<file path="src/rtl/prog_timer.sv">
module prog_timer #(
  parameter int SYNC_STAGES = 2,
  parameter int PRE_W       = 8,
  parameter logic [7:0] CTRL_RST = 8'hFF
) (
  input  logic       clk,
  input  logic       rst_n,
  input  logic       tick,
  input  logic       ext_in,
  input  logic       wr_en,
  input  logic       rd_en,
  input  logic [1:0] addr,
  input  logic [7:0] wdata,
  output logic [7:0] rdata,
  input  logic       ovf_clr,
  output logic       ovf_flag
);
  localparam logic [1:0] A_CTRL = 2'd0;
  localparam logic [1:0] A_LO   = 2'd1;
  localparam logic [1:0] A_HI   = 2'd2;
  localparam logic [1:0] INH_TICKS = 2'd2;

  logic [7:0]         ctrl;
  logic [15:0]        cnt;
  logic [7:0]         hbuf;
  logic [PRE_W-1:0]   pre;
  logic [1:0]         inh;
  logic [SYNC_STAGES:0] sy;

  wire run   = ctrl[7];
  wire m8    = ctrl[6];
  wire src_x = ctrl[5];
  wire fe    = ctrl[4];
  wire byp   = ctrl[3];
  wire [2:0] ps = ctrl[2:0];

  wire cur = sy[SYNC_STAGES-1];
  wire prv = sy[SYNC_STAGES];
  wire ev  = src_x ? (fe ? (~cur & prv) : (cur & ~prv)) : tick;

  wire ct_wr  = wr_en && addr == A_CTRL;
  wire cnt_wr = wr_en && addr == A_LO;
  wire hb_wr  = wr_en && addr == A_HI;
  wire lo_rd  = rd_en && addr == A_LO;

  logic [PRE_W:0]   one_sh;
  logic [PRE_W-1:0] mask;
  assign one_sh = {{PRE_W{1'b0}}, 1'b1} << ({1'b0, ps} + 4'd1);
  assign mask   = one_sh[PRE_W-1:0] - 1'b1;

  wire gated = ev && run && inh == 2'd0 && !cnt_wr;
  wire inc   = gated && (byp || (pre & mask) == mask);
  wire wrap  = inc && (m8 ? &cnt[7:0] : &cnt);

  always_ff @(posedge clk or negedge rst_n)
    if (!rst_n) sy <= '0;
    else        sy <= {sy[SYNC_STAGES-1:0], ext_in};

  always_ff @(posedge clk or negedge rst_n)
    if (!rst_n)                   inh <= 2'd0;
    else if (cnt_wr)              inh <= INH_TICKS;
    else if (tick && inh != 2'd0) inh <= inh - 2'd1;

  always_ff @(posedge clk or negedge rst_n)
    if (!rst_n)              pre <= '0;
    else if (cnt_wr)         pre <= '0;
    else if (gated && !byp)  pre <= pre + 1'b1;

  always_ff @(posedge clk or negedge rst_n)
    if (!rst_n)       cnt <= '0;
    else if (cnt_wr)  cnt <= m8 ? {cnt[15:8], wdata} : {hbuf, wdata};
    else if (inc)     cnt <= m8 ? {cnt[15:8], cnt[7:0] + 8'd1} : cnt + 16'd1;

  always_ff @(posedge clk or negedge rst_n)
    if (!rst_n)             hbuf <= '0;
    else if (hb_wr)         hbuf <= wdata;
    else if (lo_rd && !m8)  hbuf <= cnt[15:8];

  always_ff @(posedge clk or negedge rst_n)
    if (!rst_n)      ctrl <= CTRL_RST;
    else if (ct_wr)  ctrl <= wdata;

  always_ff @(posedge clk or negedge rst_n)
    if (!rst_n)        ovf_flag <= 1'b0;
    else if (wrap)     ovf_flag <= 1'b1;
    else if (ovf_clr)  ovf_flag <= 1'b0;

  always_comb
    case (addr)
      A_CTRL:  rdata = ctrl;
      A_LO:    rdata = cnt[7:0];
      A_HI:    rdata = hbuf;
      default: rdata = 8'h00;
    endcase


  ovf_sticky_chk: assert property (@(posedge clk) disable iff (!rst_n)
    ovf_flag && !ovf_clr |=> ovf_flag);


  hold_when_off_chk: assert property (@(posedge clk) disable iff (!rst_n)
    !run && !cnt_wr |=> $stable(cnt) && $stable(pre));


  inhibit_chk: assert property (@(posedge clk) disable iff (!rst_n)
    inh != 2'd0 && !cnt_wr |=> $stable(cnt));


  high_hold_8bit_chk: assert property (@(posedge clk) disable iff (!rst_n)
    m8 && !ct_wr |=> $stable(cnt[15:8]));


  ovf_source_chk: assert property (@(posedge clk) disable iff (!rst_n)
    $rose(ovf_flag) |-> $past(cnt[7:0]) == 8'hFF && cnt[7:0] == 8'h00);
endmodule

</file>
<file path="config.mk">
export PLATFORM = sky130hd
export DESIGN_NAME = prog_timer
export DESIGN_NICKNAME = d
export VERILOG_FILES = /design/src/rtl/prog_timer.sv
export SDC_FILE = /design/constraint.sdc
export NUM_CORES = 1
export LEC_CHECK = 0
export BUFFER_PORTS_ARGS = -buffer_cell sky130_fd_sc_hd__buf_2
export CAP_MARGIN = 40
export CORE_UTILIZATION = 50
export CTS_BUF_LIST = sky130_fd_sc_hd__clkbuf_16
export DETAILED_ROUTE_END_ITERATION = 8
export PLACE_DENSITY = 0.79
export SYNTH_ARGS = -nofsm -noshare
export SYNTH_HDL_FRONTEND = slang
export SYNTH_SLANG_ARGS = --single-unit
</file>
<file path="constraint.sdc">
create_clock -name clk -period 2.75 [get_ports clk]
set_input_delay 0.4125 -clock clk [delete_from_list [all_inputs] [get_ports clk]]
set_output_delay 0.4125 -clock clk [all_outputs]
set_load 0.03 [all_outputs]
</file>
==> metrics, run 1 <==
status complete, no violations; slew margin rel. 57.5%; cells after synthesis between 300 and 400; proportion of power drawn by the clock network between 20% and 30%; Worst Clk Skew 5.36 ps; fin area 0.00325 mm^2; post-DR wirelength/cell roughly 17 um; via/cell ratio around 6; Switching Share 34.6%; Clock transition at path regs 60 ps; CP arrival roughly 2900 ps; post-layout net count around 360; Cell Int Power ~1400 uW; cts bufs inserted 5; Worst setup EP type flip-flop; antenna-violating nets left 0; crit path time final roughly 2700 ps; DRC viols 0; pin count of the biggest net entering global routing 31; clock buffer depth 2; total track usage between 20% and 30%; total of max-cap violations 0; critical path data required time between 2000 and 3000 ps; Fin Hold WS around 53 ps; cell taking the most area after synthesis dfrtp_1; cell class contributing the biggest share of worst-path delay simple AND/OR/NAND/NOR gates; Core Region 0.00524 mm^2; Synth Warn # 0; area grow syn2layout 16.5%; DP Cell Count 404; mapped cell area 0.00279 mm^2; layout cells sized above 1 roughly 20%; Die Y ~77 um; Port Buffers 25; number of global-route vias before repair around 2400; placed wire-length estimate ~5.0 mm; Placer Congestion 0.843; setup repair after global routing missed its margin true; reg2reg setup slack approximately 43 ps; sequential share of the synthesized area approximately two fifths; FF+latch count, synth 46; Yosys top cell area share between 30 and 40%; CP Max Fanout 6; fin crit share 98.4%; Die Width between 70 and 80 um; die area ~0.0059 mm^2; Avg Cell Area, Syn just under 9 um^2; Synth cell types 52; CTS Hold Bufs 0; drt total wl around 7.1 mm; clock sinks 46; starting density of the core between 50% and 60%; critical path's slowest cell or3_4; Net Sw Power around 760 uW; drt pass-1 iters 4; Leak around 0.0014 uW; remaining global-route overflow 0; Slowest Stage Delay on Critical Path ~390 ps; Slew Limit Fails 0; Final setup viols 0; num rows 26; dominant synthesized flop cell dfrtp_1; clk_lat worst skew 280 ps; Clk Tree Root Cell clkbuf_16; first-pass GRT wire length approximately 12 mm; register share of total power 46.1%; pwr dens approximately 680 mW/mm^2; CTS H-tree depth 2; TritonCTS clock tree yes; Area contributors post-synth dfrtp_1 34%, dfstp_2 7.5%, mux2i_1 6.5%, nand2_1 4.0%, a21oi_1 3.4%; DR vias ~2500; Ant. Diodes 0; CP Cell Sequence or3_4, ha_4, nor4b_4, o31a_1, a2111oi_4, nand3b_1, buf_6, or3_1, and3_1; post-synthesis net count 335; violation count after the first detailed-route iteration roughly 240; Cell Area, Placed 0.00305 mm^2; WP buf/inv 1; CP Launch Type flip-flop; number of antenna violations at the first check in global routing 0; Gate power share 27.6%; Finished Core Util 62.0%; ys async rst share 100%; Hold Vio Cnt, Final 0; count of non-filler cells in the finished layout between 400 and 500; fillers between 400 and 500; Post-synth EDFFs 0; Achievable Freq about 370 MHz; Tightest Pin Transition between 600 and 700 ps; Worst IR Drop VDD around 0.00048 V; Worst Hold Class in2async; Crit Path Category reg2reg; I/O pin count 26
==> worst register-to-register path, stage by stage (launching register included) <==
cell	delay, ps
dfstp_2	360
or3_4	390
ha_4	180
nor4b_4	130
o31a_1	320
a2111oi_4	200
nand3b_1	270
buf_6	220
or3_1	350
and3_1	190
==> stage by stage <==
stage	power, uW	setup WS (ps)	TNS, ps
final	2190	43.4	0
after global routing	2320	-37.1	-172
after CTS	2170	10.6	0
after detailed placement	1590	-112	-330
after global placement	1560	8.44	0
after floorplan	1390	510	0
==> state kept, by name (all words and copies together), names as in the netlist <==
name and count:
sy 3, hbuf 8, ctrl 8, cnt 16, pre 8, inh 2
ovf_flag 1
==> final timing paths <==
path / startpoint / endpoint / cells after the start
max in group asynchronous: rst_n / ctrl[2]$_DFFE_PN1P_ / 2
min: rst_n / inh[1]$_DFFE_PN0P_ / 1
min reg2reg: sy[0]$_DFF_PN0_ / sy[1]$_DFF_PN0_ / 0
max reg2reg: ctrl[1]$_DFFE_PN1P_ / cnt[13]$_DFFE_PN0P_ / 9
max: ctrl[1]$_DFFE_PN1P_ / cnt[13]$_DFFE_PN0P_ / 9
min in group clk: ext_in / sy[0]$_DFF_PN0_ / 1
==> cells by family after synthesis <==
group	after synthesis	share of synthesized area, %
other cells	1	0.135
compound gates	73	17.4
fa+ha+maj	4	1.80
buf+inv	36	5.25
mux	24	8.89
flops	46	41.7
xor+xnor	5	1.57
simple gates	125	23.3
==> area by class of cell <==
type                    instances  area [um^2]  share of cell area (%)
clock buffers                   5          125                    3.85
clock inverters                 3         11.3                   0.347
inverters                      15         56.3                    1.73
multi-input cells             232         1530                    47.2
flip-flops and latches         46         1160                    35.8
well taps                      70         87.6                    2.70
repair buffers                 42          273                    8.40
==> cell usage in the layout (no fill, tap or decap), drive strengths merged, types with 8 or more instances in the layout <==
| master | Yosys | layout |
|---|---|---|
| or3 | 8 | 8 |
| inv | 15 | 15 |
| a21oi | 19 | 19 |
| and3 | 8 | 8 |
| dfrtp | 38 | 38 |
| buf | 6 | 42 |
| nor3 | 8 | 8 |
| mux2i | 18 | 18 |
| nand2 | 30 | 30 |
| nand3 | 14 | 14 |
| o21ai | 17 | 17 |
| nor2 | 25 | 25 |
| dfstp | 8 | 8 |
==> power groups by stage <==
stage                     Clock (uW)  Combinational (uW)  Sequential, uW
after global placement             0                 552            1000
after floorplan                    0                 452             941
final                            576                 606            1010
after global routing             613                 672            1030
after CTS                        582                 580            1000
after detailed placement           0                 576            1020
==> per-layer routing <==
metal	wire length, um	global-route usage (%)
met1	3210	33.8
met3	345	3.81
met2	3500	42.6
met5	0	0
met4	53	5.19
==> cells in the mapped netlist, drive strengths merged, types with 2 or more instances <==
| cell type | n |
|---|---|
| and3 | 8 |
| mux2 | 6 |
| nor3b | 4 |
| a221o | 2 |
| nand4 | 4 |
| o221ai | 2 |
| o21ai | 17 |
| xor2 | 3 |
| nand3 | 14 |
| nor3 | 8 |
| nor4bb | 2 |
| buf | 6 |
| or4 | 3 |
| a21oi | 19 |
| o22ai | 4 |
| nor2b | 3 |
| a21o | 2 |
| clkbuf | 15 |
| ha | 4 |
| a221oi | 2 |
| nand2b | 4 |
| dfrtp | 38 |
| xnor2 | 2 |
| mux2i | 18 |
| nand3b | 7 |
| nor2 | 25 |
| inv | 15 |
| a211o | 4 |
| o211ai | 7 |
| dfstp | 8 |
| nand2 | 30 |
| or3 | 8 |
| o31ai | 3 |
==> timing repair <==
item,CTS,global route
pin swaps,2,3
buffers inserted,1,0
resized for setup,1,8
hold endpoints to repair,0,0
endpoints found under the setup margin,10,13
Power figures use the tool's default switching activity.
==> run 2: changes to the inputs <==
--- a/config.mk
+++ b/config.mk
@@ -7,6 +7,7 @@
 export LEC_CHECK = 0
 export BUFFER_PORTS_ARGS = -buffer_cell sky130_fd_sc_hd__buf_2
 export CAP_MARGIN = 40
+export CORE_MARGIN = 5
 export CORE_UTILIZATION = 50
 export CTS_BUF_LIST = sky130_fd_sc_hd__clkbuf_16
 export DETAILED_ROUTE_END_ITERATION = 8
==> run 2 against run 1 <==
  * The run now ends with setup timing left
  * Cell count grew 1.5%
  * Sequential power about the same
  * First-iteration DRC count increased by 9.5%
  * Clock skew fell by 0.76 ps
  * Non-clock buffer count increased by 4
  * Register-to-register slack lost 50 ps
  * Worst setup slack worse by 52 ps
  * Combinational power rose by 3%
  * Count of clock-buffer cells in the layout unchanged
  * Sequential share of layout area shrank 0.97 points
  * Largest cell class unchanged
  * Clock power barely moved
  * Worst hold slack improved by 70 ps
  * Largest power group unchanged
==> metrics, run 2 (synthesis gave the netlist of run 1 again) <==
proportion of power drawn by the clock network between 20% and 30%; Hold Vio Cnt, Final 0; DRC viols 0; fin crit share 100%; number of antenna violations at the first check in global routing 0; Cell Area, Placed slightly above 0.003 mm^2; fillers between 400 and 500; Worst setup EP type flip-flop; cts bufs inserted 5; drt pass-1 iters 4; Core Region between 0.005 and 0.006 mm^2; starting density of the core roughly half; placed wire-length estimate around 5.0 mm; post-layout net count between 300 and 400; Worst Clk Skew 4.60 ps; CP arrival approximately 3000 ps; Clk Tree Root Cell clkbuf_16; drt total wl between 7 and 8 mm; total track usage a little over a fifth; met3 Use GR 4.42%; total of max-cap violations 0; Gate power share 28.2%; Cell Int Power ~1400 uW; Top reg by flops cnt; layout cells sized above 1 22.8%; Achievable Freq 362 MHz; most frequent cells in the layout 38 x dfrtp_1, 30 x nand2_1, 25 x nor2_1, 25 x buf_2, 19 x a21oi_1; fin area 0.00334 mm^2; via/cell ratio 6.08; TritonCTS clock tree yes; clk_lat worst skew 290 ps; violation count after the first detailed-route iteration roughly 260; failing checks setup timing; CTS H-tree depth 2; met1 usage 27.2%; Worst IR Drop VDD slightly below 0.0003 V; Final setup viols 1; post-DR wirelength/cell between 15 and 20 um; die area between 0.007 and 0.008 mm^2; status complete, but fails checks; Die Width 84.7 um; worst slack, placed -102 ps; I/O pin count 26; clock buffer depth 2; count of non-filler cells in the finished layout between 400 and 500; DR vias ~2500; register share of total power ~46%; antenna-violating nets left 0; first-pass GRT wire length 12.3 mm; Ant. Diodes 0; Tightest Pin Transition a little under 700 ps; total power between 2000 and 2500 uW; critical path data required time roughly 3000 ps; area grow syn2layout 19.7%; Port Buffers 25; max FFs per register 16; slew margin rel. between 50% and 60%; GR Util met2 35.8%; Die Y roughly 85 um; number of global-route vias before repair roughly 2500; remaining global-route overflow 0; clock sinks 46; setup repair after global routing missed its margin true; Leak 0.00144 uW; Slew Limit Fails 0; CP Max Fanout 5; Finished Core Util 61.0%; pwr dens between 600 and 700 mW/mm^2; Net Sw Power about 770 uW; Clock transition at path regs roughly 60 ps; crit path time final approximately 2800 ps; DP Cell Count between 400 and 500; slack of the critical path -8.87 ps; busiest grt layer met2; CP Launch Type flip-flop; num rows 27; Crit Path Category reg2reg; pin count of the biggest net entering global routing 29; Worst Hold Class in2async; Placer Congestion approximately 0.87; commonest non-fill, non-tap cell in the layout dfrtp_1; Switching Share between 30% and 40%
[run 2: changes by cell type in the layout (fill, tap and decap cells not counted), sizes merged]
cell    delta
buf        +4
clkinv     -1
inv        +1
[run 2: metrics by stage]
stage	hold slack [ps]	TNS, ps
after CTS	141	0
after detailed placement	347	-611
after global routing	163	-631
final	123	-8.87
after floorplan	117	0
after global placement	337	0
[run 2: worst paths after layout]
kind                            slack [ps]  depth (start not counted)                  end                 from
max in group asynchronous             1860                          2  ctrl[4]$_DFFE_PN1P_                rst_n
worst min register to register         360                          0      sy[1]$_DFF_PN0_      sy[0]$_DFF_PN0_
worst max-delay path                    -9                         10  cnt[11]$_DFFE_PN0P_  ctrl[1]$_DFFE_PN1P_
worst max register to register          -9                         10  cnt[11]$_DFFE_PN0P_  ctrl[1]$_DFFE_PN1P_
worst min-delay path                   120                          1  hbuf[6]$_DFFE_PN0P_                rst_n
min in group clk                       230                          1      sy[0]$_DFF_PN0_               ext_in
[run 2: repair_timing]
item	CTS	global route
setup buffers	6	0
hold buffers	0	0
endpoints found under the hold margin	0	0
gates resized for setup	4	14
gates cloned	1	0
endpoints found under the setup margin	9	16
pin swaps	3	10
[run 2: area by class of cell]
cell class                 instances  area, um^2  area share [%]
multi-input combinational        232        1570            47.0
sequential                        46        1160            34.8
timing repair buffer              46         323            9.67
clock buffer                       5         125            3.75
tap                               72        90.1            2.70
inverter                          15        56.3            1.69
clock inverter                     3        12.5           0.375
[run 2: power groups by stage]
stage                     combinational, uW  sequential (uW)  clock (uW)
final                                   625             1010         577
after CTS                               589             1000         587
after global placement                  553             1000           0
after floorplan                         452              941           0
after detailed placement                572             1010           0
after global routing                    688             1040         628
[run 2: worst max-delay path: stages, from the launching register on]
cell	delay [ps]
dfstp_2	360
or3_1	370
ha_2	210
and3_4	160
o31a_1	320
a2111oi_4	190
nand3b_1	130
buf_6	160
buf_12	130
or4_1	500
a31oi_1	150
[run 2: routing by layer]
layer,up-vias,wire (um)
met3,18,508
met1,1246,3080
met2,89,3750
li1,1196,-
met4,0,152
met5,-,0
==> run 3: changes to the inputs <==
--- a/config.mk
+++ b/config.mk
@@ -11,7 +11,7 @@
 export CORE_UTILIZATION = 50
 export CTS_BUF_LIST = sky130_fd_sc_hd__clkbuf_16
 export DETAILED_ROUTE_END_ITERATION = 8
-export PLACE_DENSITY = 0.79
+export PLACE_DENSITY = 0.76
 export SYNTH_ARGS = -nofsm -noshare
 export SYNTH_HDL_FRONTEND = slang
 export SYNTH_SLANG_ARGS = --single-unit
==> constraint.sdc (replaced) <==
create_clock -name clk -period 2.7 [get_ports clk]
set_input_delay 0.405 -clock clk [delete_from_list [all_inputs] [get_ports clk]]
set_output_delay 0.405 -clock clk [all_outputs]
set_load 0.03 [all_outputs]
==> run 3 against run 2 <==
  * The flow now finishes without violations
  * Die area unchanged
  * Global-route usage down 0.93 points
  * First-iteration DRC count down 38%
  * Combinational power down 2%
  * Sequential share of layout area up 0.56 points
  * Cell area down 1.6%
  * Register-to-register slack better by 50 ps
  * Critical path depth down 1
  * Clock skew up 3.8 ps
  * Sequential cell count unchanged
  * Worst setup slack better by 54 ps
  * Critical path type unchanged
==> metrics, run 3 (synthesis gave the netlist of run 1 again) <==
status complete, no violations; pwr dens approximately 670 mW/mm^2; slack of the critical path around 46 ps; pin count of the biggest net entering global routing 29; Slew Limit Fails 0; Placer Congestion ~0.88; WP buf/inv 1; clock buffer depth 2; number of antenna violations at the first check in global routing 0; I/O pin count 26; placed wire-length estimate between 4 and 5 mm; slew margin rel. between 50% and 60%; Tightest Pin Transition ~660 ps; Worst setup EP type flip-flop; CP Max Fanout 5; Leak between 0.001 and 0.0015 uW; CP Launch Type flip-flop; Achievable Freq ~380 MHz; cts bufs inserted 5; total of max-cap violations 0; Port Buffers 25; first-pass GRT wire length ~12 mm; antenna-violating nets left 0; critical path data required time about 2900 ps; CTS H-tree depth 2; Clock transition at path regs approximately 60 ps; fin area 0.00328 mm^2; count of non-filler cells in the finished layout 418; Final TNS setup 0 ps; violation count after the first detailed-route iteration roughly 160; clock sinks 46; Die Width around 85 um; commonest non-fill, non-tap cell in the layout dfrtp_1; crit path launch ctrl[1]$_DFFE_PN1P_; fin crit share 98.3%; CP arrival 2860 ps; setup repair after global routing missed its margin true; crit path time final between 2000 and 3000 ps; die area between 0.007 and 0.008 mm^2; Top reg by flops cnt; DRC viols 0; Worst Hold Class in2async; cell class contributing the biggest share of worst-path delay simple AND/OR/NAND/NOR gates; Crit Path Category reg2reg; Ant. Diodes 0; TritonCTS clock tree yes; via/cell ratio roughly 6.0; CP Cell Sequence or3_4, ha_4, and3_4, o31a_1, a2111oi_2, nand3b_1, buf_6, or4_4, a31oi_1; post-DR wirelength/cell approximately 17 um; Slowest Stage Delay on Critical Path roughly 490 ps; num rows 27; total power around 2200 uW; max FFs per register 16; post-layout net count about 370; remaining global-route overflow 0; Hold Vio Cnt, Final 0; Core Region 0.00547 mm^2; Die Y approximately 85 um; Cell Area, Placed 0.00306 mm^2; RR Startpoint ctrl[1]$_DFFE_PN1P_; Worst Clk Skew 8.40 ps; most frequent cells in the layout 38 x dfrtp_1, 30 x nand2_1, 25 x nor2_1, 25 x buf_2, 19 x a21oi_1; clk_lat worst skew around 280 ps; critical path's slowest cell or4_4; DR vias 2500; worst slack, placed -51.1 ps; drt pass-1 iters 5; starting density of the core 50.9%; drt total wl 6.92 mm; layout cells sized above 1 between 20 and 25%; number of global-route vias before repair roughly 2400; area grow syn2layout 17.8%; Worst IR Drop VDD slightly above 0.0004 V; Clk Tree Root Cell clkbuf_16; DP Cell Count approximately 400; fillers slightly below 500; total track usage 20.2%; Final setup viols 0
[run 3: worst paths after layout]
kind	end	slack, ps	cells past startpoint
min	hbuf[7]$_DFFE_PN0P_	110	1
max in group asynchronous	ctrl[0]$_DFFE_PN1P_	1820	2
min reg2reg	sy[1]$_DFF_PN0_	350	0
max reg2reg	cnt[11]$_DFFE_PN0P_	50	9
min in group clk	sy[0]$_DFF_PN0_	230	1
max	cnt[11]$_DFFE_PN0P_	50	9
[run 3: where the power goes]
part	leakage (uW)	switching, uW	internal, uW
combinational	0.000787	328	285
sequential	0.000546	174	846
clock	0.0000724	248	335
[run 3: routing by layer]
metal / track usage (%) / share of wire (%)
met5: 0 / 0
met4: 5.90 / 1.8
met3: 3.83 / 5.6
met2: 33.2 / 50
met1: 27.2 / 43
[run 3: timing repair]
item / CTS / global route
pin swaps: 4 / 8
resized for setup: 3 / 16
setup buffers: 1 / 1
hold buffers: 0 / 0
gates cloned: 1 / 0
endpoints found under the setup margin: 10 / 16
[run 3: stage by stage]
stage,hold slack [ps],util [%]
after global placement,336,55.9
after floorplan,109,-
final,108,60.0
after global routing,166,60.0
after CTS,130,58.7
after detailed placement,336,55.9
[run 3: cell type report]
type / instances / area, um^2 / area share (%)
clock buffers: 5 / 125 / 3.81
clock inverters: 3 / 12.5 / 0.381
inverters: 15 / 56.3 / 1.71
multi-input cells: 232 / 1550 / 47.2
flip-flops and latches: 46 / 1160 / 35.4
well taps: 72 / 90.1 / 2.74
repair buffers: 45 / 290 / 8.84
